[src/rtl/cmul_pkg.sv]
package cmul_pkg;

  typedef enum logic {
    FMT_FULL  = 1'b0,
    FMT_ROUND = 1'b1
  } fmt_e;

  typedef struct packed {
    logic vld;
    fmt_e fmt;
  } cmul_ctl_t;

endpackage

[src/rtl/cmul_products.sv]
module cmul_products #(
  parameter int unsigned HW = 16
) (
  input  logic [2*HW-1:0] op_a,
  input  logic [2*HW-1:0] op_b,
  output logic [8*HW-1:0] prod_flat
);
  localparam int unsigned PW = 2 * HW;

  logic signed [HW-1:0] a_re, a_im, b_re, b_im;

  assign a_re = op_a[2*HW-1:HW];
  assign a_im = op_a[HW-1:0];
  assign b_re = op_b[2*HW-1:HW];
  assign b_im = op_b[HW-1:0];

  // slot 0: a_re*b_re, slot 1: a_im*b_im, slot 2: a_re*b_im, slot 3: a_im*b_re
  for (genvar g = 0; g < 4; g++) begin : g_mul
    logic signed [HW-1:0] x, y;
    logic signed [PW-1:0] p;
    if (g == 0 || g == 2) begin : g_xre
      assign x = a_re;
    end else begin : g_xim
      assign x = a_im;
    end
    if (g == 0 || g == 3) begin : g_yre
      assign y = b_re;
    end else begin : g_yim
      assign y = b_im;
    end
    assign p = x * y;
    assign prod_flat[g*PW +: PW] = p;
  end

endmodule

[src/rtl/cmul_combine.sv]
module cmul_combine #(
  parameter int unsigned HW = 16
) (
  input  logic [8*HW-1:0] prod_flat,
  input  logic            rnd,
  output logic [4*HW-1:0] res
);
  localparam int unsigned PW = 2 * HW;
  localparam int unsigned WW = 2 * HW;
  localparam int unsigned SW = 2 * HW + 2;

  function automatic logic [WW-1:0] clamp(input logic signed [SW-1:0] v);
    logic [WW-1:0] r;
    if (v[SW-1] && !(&v[SW-2:WW-1])) begin
      r = {1'b1, {(WW-1){1'b0}}};
    end else if (!v[SW-1] && (|v[SW-2:WW-1])) begin
      r = {1'b0, {(WW-1){1'b1}}};
    end else begin
      r = v[WW-1:0];
    end
    return r;
  endfunction

  logic signed [SW-1:0] pw [4];
  logic signed [SW-1:0] bias, sum_re, sum_im;
  logic [WW-1:0]        sat_re, sat_im;

  always_comb begin
    for (int i = 0; i < 4; i++) begin
      pw[i] = SW'($signed(prod_flat[i*PW +: PW]));
    end
    bias   = rnd ? (SW'(1) <<< (HW - 1)) : '0;
    sum_re = ((pw[0] - pw[1]) <<< 1) + bias;
    sum_im = ((pw[2] + pw[3]) <<< 1) + bias;
    sat_re = clamp(sum_re);
    sat_im = clamp(sum_im);
    if (rnd) begin
      res = {{WW{1'b0}}, sat_re[WW-1:HW], sat_im[WW-1:HW]};
    end else begin
      res = {sat_re, sat_im};
    end
  end

endmodule

[src/rtl/cmul_round_top.sv]
module cmul_round_top
  import cmul_pkg::*;
#(
  parameter int unsigned HW = 16
) (
  input  logic          clk,
  input  logic          rst_n,
  input  logic          in_valid,
  input  logic          round_mode,
  input  logic [31:0]   op_a,
  input  logic [31:0]   op_b,
  output logic          out_valid,
  output logic [63:0]   result
);
  localparam int unsigned OW = 2 * HW;
  localparam int unsigned QW = 8 * HW;
  localparam int unsigned RW = 4 * HW;

  logic [QW-1:0] prod_d, prod_q;
  cmul_ctl_t     ctl_d, ctl_q;
  logic [RW-1:0] comb_res;
  logic [RW-1:0] res_d, res_q;
  logic          ov_d, ov_q;

  cmul_products #(.HW(HW)) u_prod (
    .op_a      (op_a[OW-1:0]),
    .op_b      (op_b[OW-1:0]),
    .prod_flat (prod_d)
  );

  cmul_combine #(.HW(HW)) u_comb (
    .prod_flat (prod_q),
    .rnd       (ctl_q.fmt == FMT_ROUND),
    .res       (comb_res)
  );

  always_comb begin
    ctl_d.vld = in_valid;
    ctl_d.fmt = fmt_e'(round_mode);
    ov_d      = ctl_q.vld;
    res_d     = comb_res;
  end

  // stage 1: products, loaded only for accepted operands
  always_ff @(posedge clk or negedge rst_n) begin
    if (!rst_n) begin
      prod_q <= '0;
      ctl_q  <= '0;
    end else begin
      ctl_q.vld <= ctl_d.vld;
      if (in_valid) begin
        prod_q    <= prod_d;
        ctl_q.fmt <= ctl_d.fmt;
      end
    end
  end

  // stage 2: result register, enabled by stage-1 valid
  always_ff @(posedge clk or negedge rst_n) begin
    if (!rst_n) begin
      res_q <= '0;
      ov_q  <= 1'b0;
    end else begin
      ov_q <= ov_d;
      if (ctl_q.vld) begin
        res_q <= res_d;
      end
    end
  end

  assign out_valid = ov_q;
  assign result    = 64'(res_q);

endmodule

[config.mk]
export PLATFORM = sky130hd
export DESIGN_NAME = cmul_round_top
export DESIGN_NICKNAME = d
export VERILOG_FILES = /design/src/rtl/cmul_pkg.sv /design/src/rtl/cmul_products.sv /design/src/rtl/cmul_combine.sv /design/src/rtl/cmul_round_top.sv
export SDC_FILE = /design/constraint.sdc
export NUM_CORES = 2
export LEC_CHECK = 0
export BUFFER_PORTS_ARGS = -buffer_cell sky130_fd_sc_hd__buf_2
export CAP_MARGIN = 20
export CORE_ASPECT_RATIO = 1.5
export CORE_MARGIN = 10
export CORE_UTILIZATION = 50
export CTS_BUF_LIST = sky130_fd_sc_hd__clkbuf_8
export DETAILED_ROUTE_END_ITERATION = 10
export HOLD_SLACK_MARGIN = 0.05
export PLACE_DENSITY = 0.66
export SYNTH_ARGS = -nofsm -noshare
export SYNTH_HDL_FRONTEND = slang
export SYNTH_SLANG_ARGS = --single-unit
[constraint.sdc]
create_clock -name clk -period 9.65 [get_ports clk]
set_input_delay 0.4825 -clock clk [delete_from_list [all_inputs] [get_ports clk]]
set_output_delay 0.4825 -clock clk [all_outputs]
set_load 0.01 [all_outputs]
==> flow_summary.ini <==
[run_status]
status = completed

[cts]
clockBufferDepth = 2
cts.sinks = 195
post_cts_buffers = 0
path_clk_slew_ps = 110
htreeDepth = 4
clk-insertion-delay-late_ps = 610
cts-root-buf = clkbuf_8
numCtsBuffers = 17
tritoncts = done

[sta]
setup_tns_ps = 0
skew_ps = 32.0
setup_viol = 0
slew_violations = 0
period_share_pct = 77.6
worst_pin_slew_ps = 950
rsz0062_at_grt = no
max_freq_mhz = 134
period_needed_ps = 7490
final-hold-violation-count = 0
slew_headroom_pct = 35.8

[floorplan]
die_area_mm2 = 0.116
coreArea_mm2 = 0.101
start_util_pct = 50.5
die_h_um = 412
rows = 143
die_x_um = 281
pin_count = 133

[setup_path]
path_cells = buf_2 > nand2_1 > fa_1 > fa_1 > fa_1 > fa_1 > inv_1 > fa_1 > fa_1 > ha_1 > a21o_1 > a21oi_1 > nor2b_1 > o21a_1 > a211oi_1 > o211ai_1 > nand2_1 > o31ai_1 > o41a_1 > a41o_1 > o41a_1 > xnor2_1 > mux2_2
cp_slowest_cell = a211oi_1
crit_end = prod_q[127]$_DFFE_PN0P_
crit_top_cell = fa_1
crit_path_max_fanout = 32
worstSetupStartpoint = op_b[17]
cp.depth = 23
crit_family = adder cells
endpoint_kind = register
r2r_start = prod_q[0]$_DFFE_PN0P_
rr_worst_depth = 16
cpPeakStageDelay_ps = 740
rr_endpoint = result[22]$_DFFE_PN0P_
rrSetupSlack_ps = 4490
critPathKind = input pin to register
arrival_ps = 7980
cp-start-kind = input pin
cp.required_ps = 10140
critPathBufInv = 2

[synthesis]
yosys-top-cells-area = fa_1, ha_1, dfrtp_1
synth-seq-area-share_pct = 9.52
synthFlopType = dfrtp_1
synth.top_cells.by_count = inv_1, fa_1, nand2_1
syn_inst = 5619
synth_top_area_cell = fa_1
synth.avg_cell_area_um2 = 9.12
synth_top_area_share_pct = 41.0
synth-edff-count = 0
post-synth-top-count-cell = inv_1
synthesis.nets = 7133
synth_cell_type_count = 88
yosys_warnings = 0
synthesis.area_mm2 = 0.0512
async_flop_share_pct = 100
ys_seq_elements = 195

[place]
dp.cells = 6847
numPortBuffers = 132
gp_congestion = 0.916
hpwlAfterDp_um = 110000

[routing]
wl_per_cell_um = 19.8
routed_wirelength_um = 136000
vias = 37669
initialDrtViolationCount = 2259
first_pass_iters = 5
drcViolationCount = 0
ant_nets = 0
vias_per_cell = 5.47

[layout]
drive_gt1_share_pct = 5.97
fin_cells = 6885
utilization_pct = 52.6
areaGrowthSynthToFinish_pct = 4.11
fillers = 9457
final_net_count = 7077

[global_routing]
grt_max_degree = 89
grt_usage_pct = 24.6
gr-total-overflow = 0
grt.met1_usage_pct = 29.3
grt_pass1_vias = 40366
grt_antenna_before_repair = 16
grt_pass1_wl_um = 221000
use_met2_pct = 41.9
grt_use_met3_pct = 3.27
grt_busiest_layer = met2

[min_path]
min_path_type = input pin to register

[run]
cap_violations = 0
cell families after synthesis:
group                      Yosys count  share of synthesized area [%]
and+or+nand+nor                   1572                           15.1
buffers and inverters             1473                           10.9
muxes                               82                           1.79
DFF                                195                           9.52
xor gates and xnor gates           210                           3.60
AOI/OAI and AO/OA                  641                           8.46
adders and majority gates         1446                           50.7
final cells by class:
type	instances	area, µm²	share of cell area, %
multi-input combinational	3951	40800	76.5
sequential	195	4880	9.15
inverter	1222	4590	8.60
tap	1305	1630	3.06
timing repair buffer	176	1010	1.90
clock buffer	19	262	0.490
clock inverter	13	169	0.317
antenna	4	10.0	0.0188
registers in the layout (all words and copies together), names as in the netlist:
signal / flops
out_valid: 1
prod_q: 128
ov_d: 1
ctl_q: 1
result: 64
stage by stage:
step / setup slack (ps) / instance area, µm² / hold WS, ps
after CTS: 2220 / 53300 / 76.1
after global routing: 1820 / 53300 / 95.7
after detailed placement: 1560 / 52900 / 472
after floorplan: 2670 / 51200 / 187
final: 2160 / 53300 / 126
after global placement: 1660 / 52900 / 468
layer usage:
layer	vias up	part of all wire (%)	wire length [µm]
li1	17020	-	-
met5	-	0.11	147
met4	22	6.9	9420
met3	288	5.0	6810
met1	19338	38	52300
met2	1001	50	67500
worst min-delay path by stage:
stage                                       from                     end  cells after the start
after detailed placement  result[54]$_DFFE_PN0P_  result[54]$_DFFE_PN0P_                      1
after global placement    result[48]$_DFFE_PN0P_  result[48]$_DFFE_PN0P_                      1
after global routing                  round_mode    ctl_q[0]$_DFFE_PN0P_                      3
final                                 round_mode    ctl_q[0]$_DFFE_PN0P_                      3
after CTS                             round_mode    ctl_q[0]$_DFFE_PN0P_                      3
after floorplan                            rst_n    ctl_q[0]$_DFFE_PN0P_                      0
cell usage in the layout (no fill, tap or decap), drive strengths merged, types with 9 or more instances in the layout:
cell type  netlist  routed
or2             13      13
o21bai          26      26
o31ai           19      19
nor2b           15      15
nand2b          34      34
fa            1050    1050
nand3           53      53
dfrtp          195     195
mux2            78      78
and3            23      23
o2bb2ai         32      32
a2111oi         13      13
xnor2          156     156
nand4           19      19
o211ai          23      23
ha             396     396
clkbuf         230      20
buf             21     173
xor2            54      54
o21a            27      27
or3             11      11
clkinv           1       9
nor2           210     210
a21o            73      73
a31oi           28      28
a211oi          33      33
inv           1221    1224
o21ai          129     129
nand2          622     622
nor3            49      49
a21oi          165     165
and2           491     491
repair_timing:
| item | CTS | global route |
|---|---|---|
| hold buffers | 1 | 0 |
| endpoints found under the hold margin | 86 | 0 |
| resized for setup | 0 | 0 |
tightest hold or removal path, stage by stage:
cell and delay [ps]:
buf_2 80, nand2_1 40, o21ai_0 80
Power is not shown: default switching activity piles up to over one toggle a cycle in this logic, so the estimate is an artifact.
